**src/rtl/tod_pkg.sv**
```systemverilog
package tod_pkg;
  localparam int SEC_W      = 48;
  localparam int SEC_HI_W   = 16;
  localparam int NS_W       = 32;
  localparam int FRAC_W     = 16;
  localparam int STEP_INT_W = 4;
  localparam int STEP_W     = STEP_INT_W + FRAC_W;
  localparam int TOT_NS_W   = 48;
  localparam int TOT_W      = TOT_NS_W + FRAC_W;
  localparam int GAP_W      = 32;
  localparam int ADDR_W     = 3;
  localparam int DATA_W     = 32;

  localparam logic [NS_W-1:0]   NS_PER_SEC = 32'd1_000_000_000;
  localparam logic [STEP_W-1:0] PERIOD_RST = 20'h6_6666;

  typedef enum logic [ADDR_W-1:0] {
    REG_PERIOD     = 3'd0,
    REG_DRIFT_STEP = 3'd1,
    REG_DRIFT_GAP  = 3'd2,
    REG_SEC_HI     = 3'd3,
    REG_SEC_LO     = 3'd4,
    REG_NSEC       = 3'd5,
    REG_COMMIT     = 3'd6
  } reg_addr_e;

  typedef struct packed {
    logic [SEC_W-1:0] sec;
    logic [NS_W-1:0]  ns;
  } tod_load_t;
endpackage

```
**src/rtl/tod_cfg_regs.sv**
```systemverilog
module tod_cfg_regs
  import tod_pkg::*;
(
  input  logic                  clk,
  input  logic                  rst_n,
  input  logic                  wr_i,
  input  logic [ADDR_W-1:0]     addr_i,
  input  logic [DATA_W-1:0]     wdata_i,
  output logic [STEP_W-1:0]     period_o,
  output logic [STEP_W-1:0]     drift_step_o,
  output logic [GAP_W-1:0]      drift_gap_o,
  output logic                  gap_wr_o,
  output logic                  commit_o,
  output tod_load_t             load_val_o
);
  logic [SEC_HI_W-1:0]       sec_hi_q;
  logic [SEC_W-SEC_HI_W-1:0] sec_lo_q;
  logic [NS_W-1:0]           ns_q;

  assign gap_wr_o   = wr_i && (addr_i == REG_DRIFT_GAP);
  assign commit_o   = wr_i && (addr_i == REG_COMMIT);
  assign load_val_o = '{sec: {sec_hi_q, sec_lo_q}, ns: ns_q};

  always_ff @(posedge clk or negedge rst_n) begin
    if (!rst_n) begin
      period_o     <= PERIOD_RST;
      drift_step_o <= '0;
      drift_gap_o  <= '0;
      sec_hi_q     <= '0;
      sec_lo_q     <= '0;
      ns_q         <= '0;
    end else if (wr_i) begin
      case (addr_i)
        REG_PERIOD:     period_o     <= wdata_i[STEP_W-1:0];
        REG_DRIFT_STEP: drift_step_o <= wdata_i[STEP_W-1:0];
        REG_DRIFT_GAP:  drift_gap_o  <= wdata_i[GAP_W-1:0];
        REG_SEC_HI:     sec_hi_q     <= wdata_i[SEC_HI_W-1:0];
        REG_SEC_LO:     sec_lo_q     <= wdata_i[SEC_W-SEC_HI_W-1:0];
        REG_NSEC:       ns_q         <= wdata_i[NS_W-1:0];
        default: ;
      endcase
    end
  end

  AST_PERIOD_HOLD: assert property (@(posedge clk) disable iff (!rst_n)
    !(wr_i && addr_i == REG_PERIOD) |=> $stable(period_o));
endmodule

```
**src/rtl/tod_drift_timer.sv**
```systemverilog
module tod_drift_timer
  import tod_pkg::*;
(
  input  logic             clk,
  input  logic             rst_n,
  input  logic [GAP_W-1:0] gap_i,
  input  logic             clear_i,
  output logic             due_o
);
  logic [GAP_W-1:0] cnt_q;

  assign due_o = (gap_i != '0) && (cnt_q == gap_i - 1'b1);

  always_ff @(posedge clk or negedge rst_n) begin
    if (!rst_n)               cnt_q <= '0;
    else if (clear_i || due_o) cnt_q <= '0;
    else if (gap_i != '0)      cnt_q <= cnt_q + 1'b1;
  end

  AST_DUE_SPACED: assert property (@(posedge clk) disable iff (!rst_n)
    (due_o && gap_i > 1 && !clear_i) |=> !due_o);
endmodule

```
**src/rtl/tod_time_core.sv**
```systemverilog
module tod_time_core
  import tod_pkg::*;
(
  input  logic                clk,
  input  logic                rst_n,
  input  logic [STEP_W-1:0]   step_i,
  input  logic                load_i,
  input  tod_load_t           load_val_i,
  output logic [SEC_W-1:0]    sec_o,
  output logic [NS_W-1:0]     ns_o,
  output logic [FRAC_W-1:0]   frac_o,
  output logic [TOT_W-1:0]    tot_o
);
  localparam int NF_W = NS_W + FRAC_W;

  logic [NF_W:0]         nf_sum;
  logic [NS_W-1:0]       sum_ns;
  logic                  wrap;
  logic [TOT_NS_W-1:0]   load_total;

  assign nf_sum = {1'b0, ns_o, frac_o} + {{(NF_W+1-STEP_W){1'b0}}, step_i};
  assign sum_ns = nf_sum[NF_W-1:FRAC_W];
  assign wrap   = nf_sum[NF_W] || (sum_ns >= NS_PER_SEC);

  assign load_total = load_val_i.sec * {{(TOT_NS_W-NS_W){1'b0}}, NS_PER_SEC}
                    + {{(TOT_NS_W-NS_W){1'b0}}, load_val_i.ns};

  always_ff @(posedge clk or negedge rst_n) begin
    if (!rst_n) begin
      sec_o  <= '0;
      ns_o   <= '0;
      frac_o <= '0;
      tot_o  <= '0;
    end else if (load_i) begin
      sec_o  <= load_val_i.sec;
      ns_o   <= load_val_i.ns;
      frac_o <= '0;
      tot_o  <= {load_total, {FRAC_W{1'b0}}};
    end else begin
      frac_o <= nf_sum[FRAC_W-1:0];
      ns_o   <= wrap ? (sum_ns - NS_PER_SEC) : sum_ns;
      sec_o  <= wrap ? (sec_o + 1'b1) : sec_o;
      tot_o  <= tot_o + {{(TOT_W-STEP_W){1'b0}}, step_i};
    end
  end

  AST_NS_BOUND: assert property (@(posedge clk) disable iff (!rst_n)
    (!load_i && ns_o < NS_PER_SEC) |=> ns_o < NS_PER_SEC);
  AST_SEC_STEP: assert property (@(posedge clk) disable iff (!rst_n)
    !load_i |=> (sec_o == $past(sec_o) || sec_o == $past(sec_o) + 1'b1));
  AST_LOAD_TAKES: assert property (@(posedge clk) disable iff (!rst_n)
    load_i |=> (sec_o == $past(load_val_i.sec) && ns_o == $past(load_val_i.ns)
                && frac_o == '0));
endmodule

```
**src/rtl/tod_clock.sv**
```systemverilog
module tod_clock
  import tod_pkg::*;
(
  input  logic                       clk,
  input  logic                       rst_n,
  input  logic                       cfg_wr,
  input  logic [ADDR_W-1:0]          cfg_addr,
  input  logic [DATA_W-1:0]          cfg_wdata,
  output logic [SEC_W+NS_W+FRAC_W-1:0] tod96,
  output logic [TOT_W-1:0]           tod64
);
  logic [STEP_W-1:0] period, drift_step, step;
  logic [GAP_W-1:0]  drift_gap;
  logic              gap_wr, commit, drift_due;
  tod_load_t         load_val;
  logic [SEC_W-1:0]  sec;
  logic [NS_W-1:0]   ns;
  logic [FRAC_W-1:0] frac;

  tod_cfg_regs u_cfg (
    .clk, .rst_n,
    .wr_i(cfg_wr), .addr_i(cfg_addr), .wdata_i(cfg_wdata),
    .period_o(period), .drift_step_o(drift_step), .drift_gap_o(drift_gap),
    .gap_wr_o(gap_wr), .commit_o(commit), .load_val_o(load_val)
  );

  tod_drift_timer u_timer (
    .clk, .rst_n, .gap_i(drift_gap), .clear_i(gap_wr), .due_o(drift_due)
  );

  assign step = drift_due ? drift_step : period;

  tod_time_core u_core (
    .clk, .rst_n, .step_i(step), .load_i(commit), .load_val_i(load_val),
    .sec_o(sec), .ns_o(ns), .frac_o(frac), .tot_o(tod64)
  );

  assign tod96 = {sec, ns, frac};

  AST_FRAC_AGREE: assert property (@(posedge clk) disable iff (!rst_n)
    tod64[FRAC_W-1:0] == tod96[FRAC_W-1:0]);
endmodule

```
**config.mk**
```make
export PLATFORM = sky130hd
export DESIGN_NAME = tod_clock
export DESIGN_NICKNAME = d
export VERILOG_FILES = /design/src/rtl/tod_pkg.sv /design/src/rtl/tod_cfg_regs.sv /design/src/rtl/tod_drift_timer.sv /design/src/rtl/tod_time_core.sv /design/src/rtl/tod_clock.sv
export SDC_FILE = /design/constraint.sdc
export NUM_CORES = 2
export LEC_CHECK = 0
export ABC_CLOCK_PERIOD_IN_PS = 18600
export CORE_AREA = 4 4 246 248
export DETAILED_ROUTE_END_ITERATION = 10
export DIE_AREA = 0 0 250 252
export PLACE_DENSITY = 0.73
export SLEW_MARGIN = 30
export SYNTH_ARGS = -nofsm -noshare
export SYNTH_HDL_FRONTEND = slang
export SYNTH_SLANG_ARGS = --single-unit
export TNS_END_PERCENT = 20
```
**constraint.sdc**
```tcl
create_clock -name clk -period 18.6 [get_ports clk]
set_clock_uncertainty 0.1 [all_clocks]
set_input_delay 1.86 -clock clk [delete_from_list [all_inputs] [get_ports clk]]
set_output_delay 1.86 -clock clk [all_outputs]
set_load 0.005 [all_outputs]
```
### Word-level counts from Yosys, hierarchy flattened

Cells that the tools add are included.

| storage, ports and cells | value |
|---|---|
| bits in registers | 344 |
| bits of input ports | 38 |
| output and inout bits | 160 |

| cells by class | value |
|---|---|
| add/sub/neg operators | 7 |
| multipliers | 1 |
| magnitude comparators | 1 |
| equality and inequality tests | 7 |
| mux-type cells | 9 |
| reduce and logical (&&, ||, !) cells | 15 |

Operator list:

| operator | number |
|---|---|
| two-way mux 32 bit | 4 |
| two-way mux 48 bit | 2 |
| adder 64 x 20 -> 64 bit | 1 |
| two-way mux 64 bit | 1 |
| adder 48 x 20 -> 49 bit | 1 |
| adder 48 x 1 -> 48 bit, second input constant | 1 |
| adder 48 x 32 -> 48 bit | 1 |
| multiplier 48 x 21 -> 39 bit, second input constant | 1 |
| adder 32 x 1 -> 32 bit, second input constant | 1 |
| == test 32 bit | 1 |
| greater-or-equal comparator 32 x 30 -> 1 bit, second input constant | 1 |
| nonzero test 32 bit | 1 |
| subtractor 32 x 1 -> 32 bit, second input constant | 1 |
| subtractor 32 x 30 -> 32 bit, second input constant | 1 |
| two-way mux 20 bit | 1 |
| two-way mux 16 bit | 1 |
| AND reduction 2 bit | 6 |
| == test 3 bit, second input constant | 3 |
| == test 3 x 2 -> 1 bit, second input constant | 2 |
| nonzero test 2 bit | 2 |
| == test 3 x 1 -> 1 bit, second input constant | 1 |
| logical AND 1 bit | 3 |
| zero test 3 bit | 1 |
| logical OR 1 bit | 2 |

### Depth between registers and ports, before layout

| depth | value |
|---|---|
| depth in word-level cells | 9 |
| depth in mapped cells | 34 |
| mapped depth without buffers | 33 |

### Cells and area by module

Synthesis repeated with hierarchy kept, for this count alone.

| unflattened totals | value |
|---|---|
| cell total of the unflattened synthesis | 3,181 |
| area total of the unflattened synthesis | 31,760.5 sq um |

By module, submodules not included:

| module | instances | cells an instance | area each (sq um) | sequential area each (sq um) |
|---|---|---|---|---|
| tod_time_core | 1 | 2,502 | 22,516.6 | 4,003.8 |
| tod_cfg_regs | 1 | 327 | 5,953.2 | 3,816.2 |
| tod_drift_timer | 1 | 330 | 2,967.8 | 800.8 |
| tod_clock | 1 | 22 | 322.8 | 0.0 |

### Worst setup path before layout

OpenSTA, ideal clock, no wires.

| timing | value |
|---|---|
| path kind | register to register |
| start point | reg u_cfg.sec_lo_q[0] |
| end point | reg u_core.tot_o[63] |
| data arrival time | 7.111 ns |
| data required time | 18.364 ns |
| path slack | 11.253 ns |
| stages on the path, launching flop included | 23 |
| path buffers | 0 |
| clock period less this slack | 7.347 ns |
| path through | dfrtp_1 -> fa_1 -> inv_1 -> fa_1 -> fa_1 -> inv_1 -> fa_1 -> fa_1 -> fa_1 -> fa_1 -> ha_1 -> nand2_1 -> a2111oi_0 -> nor2_1 -> xnor2_1 -> ha_1 -> nand3_1 -> o2111ai_1 -> and3_1 -> and2_1 -> nand4_1 -> xnor2_1 -> mux2i_1 |

| on the way | value |
|---|---|
| cells in the longest elaborated chain, start to end | 3 |

Ends and longest elaborated chain:

| what | RTL line | source |
|---|---|---|
| from (decl) | tod_cfg_regs.sv:17 | `logic [SEC_W-SEC_HI_W-1:0] sec_lo_q;` |
| from (signal assigned) | tod_cfg_regs.sv:38 | `REG_SEC_LO: sec_lo_q <= wdata_i[SEC_W-SEC_HI_W-1:0];` |
| multiplier 48 x 21 -> 39 bit | tod_time_core.sv:25 | `assign load_total = load_val_i.sec * {{(TOT_NS_W-NS_W){1'b0}}, NS_PER_SEC}` |
| adder 48 x 32 -> 48 bit | tod_time_core.sv:26 | `+ {{(TOT_NS_W-NS_W){1'b0}}, load_val_i.ns};` |
| two-way mux 64 bit | tod_time_core.sv:34 | `end else if (load_i) begin` |
| to (signal assigned) | tod_time_core.sv:38 | `tot_o <= {load_total, {FRAC_W{1'b0}}};` |
| to (signal assigned) | tod_time_core.sv:43 | `tot_o <= tot_o + {{(TOT_W-STEP_W){1'b0}}, step_i};` |
| to (decl) | tod_time_core.sv:12 | `output logic [TOT_W-1:0] tot_o` |

No other way between the ends.
A chain may end at the register's enable or synchronous reset.

### Worst setup path in the final report

| timing | value |
|---|---|
| start point | reg u_cfg.drift_gap_o[4] |
| end point | reg u_core.sec_o[47] |

| on the way | value |
|---|---|
| cells in the longest elaborated chain, start to end | 8 |

Ends and longest elaborated chain:

| what | RTL line | source |
|---|---|---|
| from (decl) | tod_cfg_regs.sv:11 | `output logic [GAP_W-1:0] drift_gap_o,` |
| from (signal assigned) | tod_cfg_regs.sv:36 | `REG_DRIFT_GAP: drift_gap_o <= wdata_i[GAP_W-1:0];` |
| subtractor 32 x 1 -> 32 bit | tod_drift_timer.sv:12 | `assign due_o = (gap_i != '0) && (cnt_q == gap_i - 1'b1);` |
| == test 32 bit | tod_drift_timer.sv:12 |  |
| logical AND 1 bit (*) | tod_drift_timer.sv:12 |  |
| two-way mux 20 bit (*) | tod_clock.sv:31 | `assign step = drift_due ? drift_step : period;` |
| adder 48 x 20 -> 49 bit (*) | tod_time_core.sv:21 | `assign nf_sum = {1'b0, ns_o, frac_o} + {{(NF_W+1-STEP_W){1'b0}}, step_i};` |
| greater-or-equal comparator 32 x 30 -> 1 bit | tod_time_core.sv:23 | `assign wrap = nf_sum[NF_W] \|\| (sum_ns >= NS_PER_SEC);` |
| logical OR 1 bit (*) | tod_time_core.sv:23 |  |
| nonzero test 2 bit (no line) (*) | n/a |  |
| to (signal assigned) | tod_time_core.sv:35 | `sec_o <= load_val_i.sec;` |
| to (signal assigned) | tod_time_core.sv:42 | `sec_o <= wrap ? (sec_o + 1'b1) : sec_o;` |
| to (decl) | tod_time_core.sv:9 | `output logic [SEC_W-1:0] sec_o,` |

Every way passes the cells marked *; elsewhere a longest branch is shown, timed or not.

==> impl_metrics.py <==
metrics = {
    "outcome": {
        "outcome": "finished, final reports clean",
    },
    "hold_path": {
        "hold_class": "flop to flop",
    },
    "synth": {
        "postSynthRegisterBits": 344,
        "synth_cells": 3244,
        "syn_avg_cell_area_um2": 9.64,
        "synth_seq_area_share_pct": 27.6,
        "synthTopCellsByArea": "dfrtp_1 (27%), fa_1 (17%), ha_1 (10%)",
        "synth_top_area_share_pct": 26.7,
        "synth_warnings": 0,
        "syn_area_um2": 31300,
        "synth_flop_cell": "dfrtp_1",
        "synth-edff-count": 0,
        "synthTopCellsByCount": "inv_1 (467), dfrtp_1 (334), fa_1 (265)",
        "synthArstFlopShare_pct": 100,
        "yosysUniqueCellTypes": 87,
        "yosysTopAreaCell": "dfrtp_1",
        "yosysMostFrequentCell": "inv_1",
        "syn_nets": 3804,
    },
    "clock_tree": {
        "cts_setup_buffers": 0,
        "clk_pin_slew_worst_paths_ns": 0.07,
        "cts.htree.levels": 2,
        "clk_latency_ns": 0.57,
        "root_buffer": "clkbuf_16",
        "clk_path_buf_depth": 3,
        "cts-buffers-inserted": 41,
        "cts_tree": "done",
        "cts_sinks": 344,
        "ctsResizeCount": 0,
        "hold_buffers": 0,
    },
    "floorplanning": {
        "core_area_um2": 58500,
        "num_rows": 89,
        "io-pin-count": 198,
        "chipWidth_um": 250,
        "die_area_um2": 63000,
        "initial_core_util_pct": 53.5,
        "fp.dieH_um": 252,
    },
    "job": {
        "drv_cap": 0,
    },
    "finish": {
        "drive_above_1_share_pct": 8.95,
        "fillCellCount": 4893,
        "nets": 3971,
        "area.growth.synth_to_final_pct": 13.5,
        "diodes": 0,
    },
    "grt": {
        "grt_max_degree": 186,
        "grt_use_met3_pct": 4.83,
        "top_usage_layer": "met2",
        "antenna_found_initial": 3,
        "met1_usage_pct": 41.0,
        "overflow": 0,
        "grt_usage_pct": 27.4,
        "met2_usage_pct": 42.2,
        "first_global_vias": 23800,
        "grt_pass1_wl_um": 136000,
    },
    "timing": {
        "rsz0062_at_grt": "no",
        "maxSlewHeadroom_pct": 27.5,
        "setup_viol": 0,
        "fin_tns_setup_ns": 0,
        "final_max_slew_viol_count": 0,
        "finalWorstPathRequiredPeriod_ns": 8.63,
        "hold_viol_final": 0,
        "fin_crit_sh_pct": 46.4,
        "fmax_mhz": 116,
        "worst_pin_slew_ns": 1.08,
    },
    "critical_path": {
        "worst-path-max-fanout": 34,
        "endpoint_kind": "flop",
        "critPathSlowestCell": "or4_1",
        "path_class": "flop to flop",
        "max_stage_delay_ns": 0.62,
        "cp_data_arrival_time_ns": 8.95,
        "critPathLaunchType": "flop",
        "cp_data_required_time_ns": 18.92,
    },
    "place": {
        "place.gp.congestion": 0.950,
        "port_buffers": 197,
        "hpwl_um": 67700,
    },
    "detailed_routing": {
        "firstDrtPassIters": 5,
        "wl_per_cell_um": 20.6,
        "finalWirelength_um": 86900,
        "remaining_drc_errors": 0,
        "drt_iter0_markers": 2035,
        "postRouteAntennaNets": 0,
        "num_vias": 24100,
        "vias_per_cell": 5.71,
    },
}
## per-layer routing
layer | up-vias | share of wire [%]
li1 | 11200 | -
met3 | 122 | 7.8
met2 | 866 | 44
met1 | 11900 | 46
met4 | 0 | 2.2
met5 | - | 0
## sequential cells by signal (all words and copies together), names as in the netlist
| name | cells |
|---|---|
| u_core.frac_o | 16 |
| u_cfg.ns_q | 32 |
| u_timer.cnt_q | 32 |
| u_cfg.sec_hi_q | 16 |
| u_cfg.drift_gap_o | 32 |
| u_core.sec_o | 48 |
| u_cfg.period_o | 20 |
| u_core.ns_o | 32 |
| u_cfg.sec_lo_q | 32 |
| u_core.tot_o | 64 |
| u_cfg.drift_step_o | 20 |
## worst paths after layout
kind	cells past startpoint	to	startpoint	slack (ns)
worst min-delay path	2	u_core.sec_o[47]	u_cfg.sec_hi_q[15]	0.37
worst min register to register	2	u_core.sec_o[47]	u_cfg.sec_hi_q[15]	0.37
min in group asynchronous	1	u_core.tot_o[18]	rst_n	1.18
max in group asynchronous	3	u_core.sec_o[24]	rst_n	15.74
worst max-delay path	27	u_core.sec_o[47]	u_cfg.drift_gap_o[4]	9.97
worst max register to register	27	u_core.sec_o[47]	u_cfg.drift_gap_o[4]	9.97
## worst max-delay path, delay by kind of cell (launching register included)
family / cells / cell delay, ns
mux: 2 / 0.61
buf+inv: 2 / 0.33
fa+ha+maj: 2 / 0.60
flops: 1 / 0.42
xor+xnor: 2 / 0.31
compound gates: 9 / 2.68
simple gates: 10 / 3.34
## metrics by stage
stage               cells  worst slack (ns)  instance area, um2  util [%]  hold slack, ns
global placement     4139             10.22               34000      58.2           0.361
floorplan            3244             11.25               31300         -           0.350
global route         4216              9.56               35500      60.7           0.403
detailed placement   4140             10.24               34000      58.2           0.369
CTS                  4215             10.08               35500      60.7           0.366
finish               4216              9.97               35500      60.7           0.373
## cell families after synthesis
| logic type | count (synthesis) | share of synthesized area, % |
|---|---|---|
| AOI/OAI and AO/OA | 500 | 10.1 |
| xor gates and xnor gates | 321 | 8.99 |
| adders and majority gates | 522 | 27.3 |
| buffers and inverters | 556 | 6.77 |
| DFF | 344 | 27.6 |
| muxes | 172 | 6.20 |
| and+or+nand+nor | 829 | 13.1 |
## final cells by class
class	instances	area (um2)	share of cell area, %
clock buffer	53	1150	3.25
clock inverter	22	280	0.790
inverter	467	1750	4.94
multi-input combinational	2344	20600	57.9
sequential	344	8620	24.3
tap	773	967	2.72
timing repair buffer	213	2160	6.08
## placed cells by master, fill, tap and decap left out, drive strengths merged, types with 11 or more instances in the layout
master | netlist | final
a31oi | 13 | 13
fa | 265 | 265
clkinv | 0 | 11
mux2 | 162 | 162
nor2 | 196 | 196
nor4 | 27 | 27
buf | 17 | 17
clkbuf | 72 | 53
nor2b | 18 | 18
o21a | 28 | 28
and4 | 13 | 13
a21oi | 130 | 130
a21o | 33 | 33
and3 | 38 | 38
dfrtp | 334 | 334
inv | 467 | 471
nand3 | 87 | 87
clkdlybuf4s50 | 0 | 196
or3 | 14 | 14
nor3 | 57 | 57
a211oi | 18 | 18
xnor2 | 187 | 187
ha | 257 | 257
o21ai | 182 | 182
nand2 | 241 | 241
xor2 | 134 | 134
nand2b | 17 | 17
o211ai | 15 | 15
nand4 | 60 | 60
and2 | 29 | 29
Power is not shown: default switching activity piles up to over one toggle a cycle in this logic, so the estimate is an artifact.
